$ cat src/rtl/vo_pkg.sv
package vo_pkg;
  localparam int SAMP_W = 12;
  typedef logic [SAMP_W-1:0] samp_t;
  localparam samp_t MID_SCALE = samp_t'(1 << (SAMP_W - 1));

  localparam int OFS_ENA    = 0;
  localparam int OFS_XFER   = 1;
  localparam int OFS_CH0_LO = 2;
  localparam int OFS_CH0_HI = 3;
  localparam int OFS_CH1_LO = 4;
  localparam int OFS_CH1_HI = 5;

  localparam int BIT_DAC_EN  = 7;
  localparam int BIT_PWM_EN  = 6;
  localparam int BIT_DIRECT  = 2;
  localparam int BIT_DAC_MIX = 0;
  localparam int BIT_PWM_MIX = 1;
endpackage

$ cat src/rtl/vo_regs.sv
module vo_regs
  import vo_pkg::*;
#(
  parameter int ADDR_W = 3
) (
  input  logic              clk,
  input  logic              rst,
  input  logic              wr_en,
  input  logic [ADDR_W-1:0] wr_addr,
  input  logic [7:0]        wr_data,
  output samp_t             ch0_buf,
  output samp_t             ch1_buf,
  output logic              dac_mix,
  output logic              pwm_mix,
  output logic              ch0_direct,
  output logic              dac_en,
  output logic              pwm_en
);
  always_ff @(posedge clk) begin
    if (rst) begin
      ch0_buf    <= '0;
      ch1_buf    <= '0;
      dac_mix    <= 1'b0;
      pwm_mix    <= 1'b0;
      ch0_direct <= 1'b1;
      dac_en     <= 1'b0;
      pwm_en     <= 1'b0;
    end else if (wr_en) begin
      if (wr_addr == ADDR_W'(OFS_ENA)) begin
        dac_en <= wr_data[BIT_DAC_EN];
        pwm_en <= wr_data[BIT_PWM_EN];
      end
      if (wr_addr == ADDR_W'(OFS_XFER))
        ch0_direct <= wr_data[BIT_DIRECT];
      if (wr_addr == ADDR_W'(OFS_CH0_LO))
        ch0_buf[3:0] <= wr_data[7:4];
      if (wr_addr == ADDR_W'(OFS_CH0_HI))
        ch0_buf[SAMP_W-1:4] <= wr_data;
      if (wr_addr == ADDR_W'(OFS_CH1_LO)) begin
        ch1_buf[3:0] <= wr_data[7:4];
        dac_mix      <= wr_data[BIT_DAC_MIX];
        pwm_mix      <= wr_data[BIT_PWM_MIX];
      end
      if (wr_addr == ADDR_W'(OFS_CH1_HI))
        ch1_buf[SAMP_W-1:4] <= wr_data;
    end
  end
endmodule

$ cat src/rtl/vo_route.sv
module vo_route
  import vo_pkg::*;
(
  input  logic  clk,
  input  logic  rst,
  input  logic  tmr_evt,
  input  samp_t ch0_buf,
  input  samp_t ch1_buf,
  input  logic  ch0_direct,
  input  logic  dac_mix,
  input  logic  pwm_mix,
  input  logic  dac_en,
  output samp_t dac_data,
  output samp_t pwm_target
);
  samp_t          ch0_lat, ch1_lat;
  logic [SAMP_W:0] sum;
  samp_t          avg;

  assign sum        = {1'b0, ch0_lat} + {1'b0, ch1_lat};
  assign avg        = sum[SAMP_W:1];
  assign pwm_target = pwm_mix ? avg : ch1_lat;

  always_ff @(posedge clk) begin
    if (rst) begin
      ch0_lat  <= '0;
      ch1_lat  <= '0;
      dac_data <= MID_SCALE;
    end else begin
      if (ch0_direct || tmr_evt) ch0_lat <= ch0_buf;
      if (tmr_evt)               ch1_lat <= ch1_buf;
      if (!dac_en)      dac_data <= MID_SCALE;
      else if (dac_mix) dac_data <= avg;
      else              dac_data <= ch0_lat;
    end
  end

  // deferred channel 0 holds between timer events
  p_ch0_hold_r5: assert property (@(posedge clk) disable iff (rst)
    (!ch0_direct && !tmr_evt) |=> $stable(ch0_lat));
  // channel 1 capture only on timer events
  p_ch1_hold_r6: assert property (@(posedge clk) disable iff (rst)
    !tmr_evt |=> $stable(ch1_lat));
  // mixed word bounded by the larger captured sample
  p_no_overflow_r7: assert property (@(posedge clk) disable iff (rst)
    (dac_en && dac_mix) |=>
      (dac_data <= (($past(ch0_lat) > $past(ch1_lat)) ? $past(ch0_lat) : $past(ch1_lat))));
  // disabled converter rests at mid-scale
  p_dac_idle_r8: assert property (@(posedge clk) disable iff (rst)
    !dac_en |=> dac_data == MID_SCALE);
endmodule

$ cat src/rtl/vo_pwm.sv
module vo_pwm
  import vo_pkg::*;
#(
  parameter int CNT_W = 12
) (
  input  logic  clk,
  input  logic  rst,
  input  logic  pwm_en,
  input  samp_t target,
  output logic  pwm_out
);
  localparam logic [CNT_W-1:0] CNT_MAX = '1;

  logic [CNT_W-1:0] cnt, duty;

  always_ff @(posedge clk) begin
    if (rst) begin
      cnt     <= '0;
      duty    <= '0;
      pwm_out <= 1'b0;
    end else begin
      cnt     <= cnt + 1'b1;
      if (cnt == CNT_MAX) duty <= target[SAMP_W-1 -: CNT_W];
      pwm_out <= pwm_en && (cnt < duty);
    end
  end

  // duty reloads only at counter wrap
  p_duty_wrap_r9: assert property (@(posedge clk) disable iff (rst)
    (cnt != CNT_MAX) |=> $stable(duty));
  // counter advances by one each cycle
  p_cnt_step_r9: assert property (@(posedge clk) disable iff (rst)
    1'b1 |=> cnt == $past(cnt) + 1'b1);
  // disabled pulse pin stays low
  p_pwm_idle_r8: assert property (@(posedge clk) disable iff (rst)
    !pwm_en |=> !pwm_out);
endmodule

$ cat src/rtl/voice_out_unit.sv
module voice_out_unit
  import vo_pkg::*;
#(
  parameter int ADDR_W = 3,
  parameter int CNT_W  = 12
) (
  input  logic              clk,
  input  logic              rst,
  input  logic              wr_en,
  input  logic [ADDR_W-1:0] wr_addr,
  input  logic [7:0]        wr_data,
  input  logic              tmr_evt,
  output logic [11:0]       dac_data,
  output logic              pwm_out
);
  samp_t ch0_buf, ch1_buf, pwm_target, dac_word;
  logic  dac_mix, pwm_mix, ch0_direct, dac_en, pwm_en;

  vo_regs #(.ADDR_W(ADDR_W)) u_regs (
    .clk(clk), .rst(rst), .wr_en(wr_en), .wr_addr(wr_addr), .wr_data(wr_data),
    .ch0_buf(ch0_buf), .ch1_buf(ch1_buf), .dac_mix(dac_mix), .pwm_mix(pwm_mix),
    .ch0_direct(ch0_direct), .dac_en(dac_en), .pwm_en(pwm_en)
  );

  vo_route u_route (
    .clk(clk), .rst(rst), .tmr_evt(tmr_evt), .ch0_buf(ch0_buf), .ch1_buf(ch1_buf),
    .ch0_direct(ch0_direct), .dac_mix(dac_mix), .pwm_mix(pwm_mix), .dac_en(dac_en),
    .dac_data(dac_word), .pwm_target(pwm_target)
  );

  vo_pwm #(.CNT_W(CNT_W)) u_pwm (
    .clk(clk), .rst(rst), .pwm_en(pwm_en), .target(pwm_target), .pwm_out(pwm_out)
  );

  assign dac_data = dac_word;

  // reset state at the outputs
  p_reset_state_r10: assert property (@(posedge clk)
    rst |=> (dac_data == 12'h800) && !pwm_out);
endmodule

$ cat config.mk
export PLATFORM = sky130hd
export DESIGN_NAME = voice_out_unit
export DESIGN_NICKNAME = d
export VERILOG_FILES = /design/src/rtl/vo_pkg.sv /design/src/rtl/vo_regs.sv /design/src/rtl/vo_route.sv /design/src/rtl/vo_pwm.sv /design/src/rtl/voice_out_unit.sv
export SDC_FILE = /design/constraint.sdc
export NUM_CORES = 1
export LEC_CHECK = 0
export BUFFER_PORTS_ARGS = -buffer_cell sky130_fd_sc_hd__buf_2
export CAP_MARGIN = 5
export CORE_ASPECT_RATIO = 1.2
export CORE_MARGIN = 5
export CORE_UTILIZATION = 52
export DETAILED_ROUTE_END_ITERATION = 16
export PLACE_DENSITY_LB_ADDON = 0.25
export REMOVE_ABC_BUFFERS = 1
export SETUP_SLACK_MARGIN = 0.3
export SKIP_LAST_GASP = 1
export SYNTH_ARGS = -nofsm -noshare
export SYNTH_HDL_FRONTEND = slang
export SYNTH_SLANG_ARGS = --single-unit
export TNS_END_PERCENT = 30
$ cat constraint.sdc
create_clock -name clk -period 4.1 [get_ports clk]
set_input_delay 0.205 -clock clk [delete_from_list [all_inputs] [get_ports clk]]
set_output_delay 0.205 -clock clk [all_outputs]
set_load 0.02 [all_outputs]
# == After elaboration in Yosys (flattened, before gate mapping) ==
# Cells that the tools add are included.
# classes
add_sub_neg,2
magnitude_cmp,1
eq_ne,6
mux,2
bitwise_logic,1
n_reduce_logical,10
# ops
op,count
$mux 12,2
$add 12x12->13,1
$add 12x1->12 const B,1
$eq 12x12->1 const B,1
$lt 12x12->1,1
$reduce_and 2->1,6
$eq 3x2->1 const B,2
$eq 3x3->1 const B,2
$eq 3x1->1 const B,1
$logic_not 3->1,1
$reduce_or 2->1,1
$logic_and 1x1->1,1
$logic_or 1x1->1,1
$not 1->1,1
# word_totals
register_bits,90
output_inout_bits,13
word_cells,37

# == Longest topological paths before layout ==
# logic_depth
ltp_word,2
mapped_depth,8
ltp_nobuf,8

# == Cells and area by module ==
# Synthesis repeated with hierarchy kept, for this count alone.
# unflattened
hier_cells,461
hier_area_um2,4391.7
# by_module_without_submodules
mod,instances,cells_per_inst,area_per_inst_um2
vo_route,1,219,1943.1
vo_pwm,1,131,1233.7
vo_regs,1,111,1214.9

# == Worst setup path after synthesis ==
# Ideal clock, no wire load.
# synth_path
path_type,register to register
startpoint,reg u_route.ch1_lat[0]
endpoint,reg u_route.dac_data[11]
setup_time_ps,120
arrival_ps,2092
slack_ps,1888
stages_incl_launch_ff,9
period_less_slack_ps,2212
cell_sequence,dfxtp_1 -> and2_1 -> fa_1 -> a21o_1 -> a311oi_1 -> o21ai_1 -> a311oi_1 -> a21oi_1 -> or2_1
# synth_via
elab_chain_len,2
# synth_rtl
element,line,rtl
start: declaration,vo_route.sv:16,"samp_t ch0_lat, ch1_lat;"
start signal: assignment,vo_route.sv:31,if (tmr_evt) ch1_lat <= ch1_buf;
$add 12x12->13,vo_route.sv:20,"assign sum = {1'b0, ch0_lat} + {1'b0, ch1_lat};"
$mux 12,vo_route.sv:33,else if (dac_mix) dac_data <= avg;
end signal: assignment,vo_route.sv:33,
end signal: assignment,vo_route.sv:34,else dac_data <= ch0_lat;
end: declaration,vo_route.sv:13,"output samp_t dac_data,"
# No other way between the ends.
# A chain may end at the register's enable or synchronous reset.

# == Worst setup path after layout ==
# Ends and elaborated chain as after synthesis.

==> impl_metrics.tcl <==
set metrics [dict create \
    yosys_warnings 0 \
    diodes 0 \
    grt_max_degree 79 \
    h-tree-depth 3 \
    switching_power_w 0.000353 \
    drcViolationCount 0 \
    final_area_sq_mm 0.00452 \
    core_area_sq_mm 0.00802 \
    syn_avg_cell_area_sq_um 8.69 \
    clock_latency_ns 0.36 \
    fmax_ghz 0.383 \
    min_to "u_regs.ch0_buf[7]$_SDFFE_PP0P_" \
    synth_edf_count 0 \
    finalCritPeriodShare_pct 63.7 \
    worst_pin_slew_ns 0.963 \
    end_kind "register" \
    dp_hpwl_mm 6.20 \
    cts_tree "yes" \
    cts-root-buf "clkbuf_8" \
    cts_hold_buffers 0 \
    synth_top_flop_cell "dfxtp_1" \
    grt_antenna_before_repair 0 \
    ir_drop_v 0.000233 \
    worstPathRequired_ns 4.35 \
    internal-power_w 0.00119 \
    die_w_um 92.0 \
    syn-instance-count 483 \
    floorplan.initialDensity_pct 52.3 \
    post_cts_buffers 0 \
    combPwrFrac_pct 4.8 \
    cts_inserted_buffers 9 \
    port_buffers 27 \
    seq_area_frac_synth_pct 42.9 \
    die_h_um 108 \
    ff2ff_setup_slack_ns 1.49 \
    status "finished clean" \
    power.share.switching_pct 22.9 \
    maxCapViolCount 0 \
    rr_startpoint "u_route.ch1_lat[0]$_SDFFE_PP0P_" \
    final_net_count 538 \
    start_kind "register" \
    netlist_area_sq_mm 0.00420 \
    setup_tns_ns 0 \
    layout_min_cycle_time_ns 2.61 \
    post_synth_num_cell_types 47 \
    ys_ff_latch 90 \
    wl_per_cell_um 14.0 \
    finalPower_w 0.00154 \
    setup_viol 0 \
    fill_cells 755 \
    ios 28 \
    crit_arrival_ns 2.86 \
    cellPowerDensity_mw_per_mm2 342 \
    viasPerCell 5.38 \
    startpoint "u_route.ch1_lat[0]$_SDFFE_PP0P_" \
    num_rows 36 \
    finClkSkew_ns 0.00911 \
    detail-route-antenna-nets 0 \
    worstHoldStart "wr_data[3]" \
    placed_cell_area_sq_mm 0.00434 \
    pwr-share-seq_pct 58.0 \
    finalHoldViolations 0 \
    path_class "register to register" \
    first_iter_violations 109 \
    cts_sinks 90 \
    min_path_cells 3 \
    dr.pass1.iters 4 \
    p_clk_share_pct 37.1 \
    cp_max_fo 4 \
    cts.clk_slew.worst_paths_ns 0.09 \
    rsz0062_at_grt "no" \
    grt_pass1_vias 3063 \
    holdCritPathClass "input port to register" \
    gp_congestion 0.936 \
    clk_path_buf_depth 2 \
    post_cts_resized 0 \
    grt_pass1_wl_mm 14.2 \
    vias 3215 \
    drive_above_1_share_pct 10.3 \
    maxSlewHeadroom_pct 35.6 \
    layout_common_cells "90 x dfxtp_1, 73 x nand2_1, 57 x nor2_1" \
    dieArea_sq_mm 0.00997 \
    reg2reg_to "u_route.dac_data[11]$_SDFF_PP1_" \
    leakage_nw 1.72 \
    drv_slew 0 \
    ys_async_sr_fraction_pct 0 \
    layout_commonest_cell "dfxtp_1" \
    track_usage_pct 18.0 \
    grt_overflow 0 \
    r2r_cells 8 \
    wl_mm 8.37 \
    syn_to_final_growth_pct 7.69 \
]
## metal layers
layer / GRT usage [%] / vias to the layer above / routed length (um)
met5: 0 / - / 0
met4: 9.77 / 0 / 207
met3: 3.27 / 12 / 227
met2: 29.8 / 54 / 3900
met1: 22.4 / 1447 / 4040
li1: - / 1702 / -
## power groups by stage
| stage | clock network, W | logic, W | registers [W] |
|---|---|---|---|
| 2_1_floorplan | 0 | 0.0000388 | 0.000913 |
| 3_3_place_gp | 0 | 0.0000737 | 0.000916 |
| 3_5_place_dp | 0 | 0.0000753 | 0.000917 |
| 4_1_cts | 0.000590 | 0.0000755 | 0.000896 |
| 5_1_grt | 0.000627 | 0.0000840 | 0.000898 |
| 6_report | 0.000573 | 0.0000746 | 0.000896 |
## per-stage QoR
stage | instances | hold slack [ns] | setup slack (ns) | util [%]
finish | 598 | 0.0915 | 1.49 | 56.4
global route | 598 | 0.0700 | 1.40 | 56.4
CTS | 598 | 0.0655 | 1.55 | 56.4
detailed placement | 583 | 0.448 | 1.56 | 54.1
global placement | 583 | 0.438 | 1.60 | 54.1
floorplan | 460 | 0.272 | 1.88 | -
## layout make-up
| type | instances | area (sq um) | share of cell area [%] |
|---|---|---|---|
| well taps | 95 | 119 | 2.63 |
| multi-input cells | 351 | 2200 | 48.7 |
| clock buffers | 10 | 128 | 2.82 |
| flip-flops and latches | 90 | 1800 | 39.9 |
| inverters | 19 | 71.3 | 1.58 |
| clock inverters | 5 | 56.3 | 1.25 |
| repair buffers | 28 | 143 | 3.16 |
## worst max-delay path, stage by stage, from the launching register on
cell	delay (ns)
dfxtp_1	0.34
and2_1	0.17
fa_1	0.40
a21o_1	0.21
a311oi_1	0.50
o21ai_1	0.19
a311oi_1	0.36
a21oi_1	0.10
or2_1	0.23
## Yosys cell counts, types with 2 or more instances
library cell | count | area, sq um
o21ai_1 | 2 | 10.0
clkbuf_1 | 17 | 63.8
a311oi_1 | 3 | 26.3
nand2_1 | 73 | 274
nor2_1 | 57 | 214
a21o_1 | 5 | 37.5
xnor2_1 | 6 | 52.6
or3b_2 | 2 | 17.5
o21ai_0 | 11 | 55.1
a21oi_1 | 50 | 250
inv_1 | 19 | 71.3
a31oi_1 | 5 | 31.3
nand2b_1 | 6 | 37.5
mux2i_1 | 36 | 360
nand3_1 | 8 | 40.0
or3_2 | 2 | 15.0
dfxtp_1 | 90 | 1800
ha_1 | 23 | 288
xor2_1 | 8 | 70.1
nor2b_1 | 6 | 37.5
o211ai_1 | 4 | 30.0
and3_1 | 4 | 25.0
buf_6 | 2 | 22.5
nor3b_1 | 3 | 22.5
clkbuf_8 | 2 | 27.5
or3_1 | 3 | 18.8
a211oi_1 | 10 | 75.1
nand4_1 | 5 | 31.3
nor3_1 | 3 | 15.0
## worst max path at each step
stage | cells after the start | to
floorplan | 8 | u_route.dac_data[11]$_SDFF_PP1_
global placement | 8 | u_route.dac_data[11]$_SDFF_PP1_
detailed placement | 8 | u_route.dac_data[11]$_SDFF_PP1_
CTS | 8 | u_route.dac_data[11]$_SDFF_PP1_
global route | 8 | u_route.dac_data[11]$_SDFF_PP1_
finish | 8 | u_route.dac_data[11]$_SDFF_PP1_
## state kept, by name (all words and copies together), names as in the netlist
register and count:
u_pwm.pwm_out 1, u_regs.ch1_buf 12, u_regs.pwm_en 1, u_route.ch0_lat 12, u_route.ch1_lat 12, u_regs.ch0_buf 12
u_route.dac_data 12, u_regs.dac_en 1, u_regs.ch0_direct 1, u_regs.dac_mix 1, u_regs.pwm_mix 1, u_pwm.duty 12
u_pwm.cnt 12
## cells by family after synthesis
group	share of synthesized area, %
XOR/XNOR	2.92
flip-flops	42.9
adder cells (fa/ha/maj)	7.33
multiplexers	8.59
AND/OR/NAND/NOR	19.7
buffers and inverters	4.62
AO/OA/AOI/OAI	13.9
(Power assumes the default switching activity.)
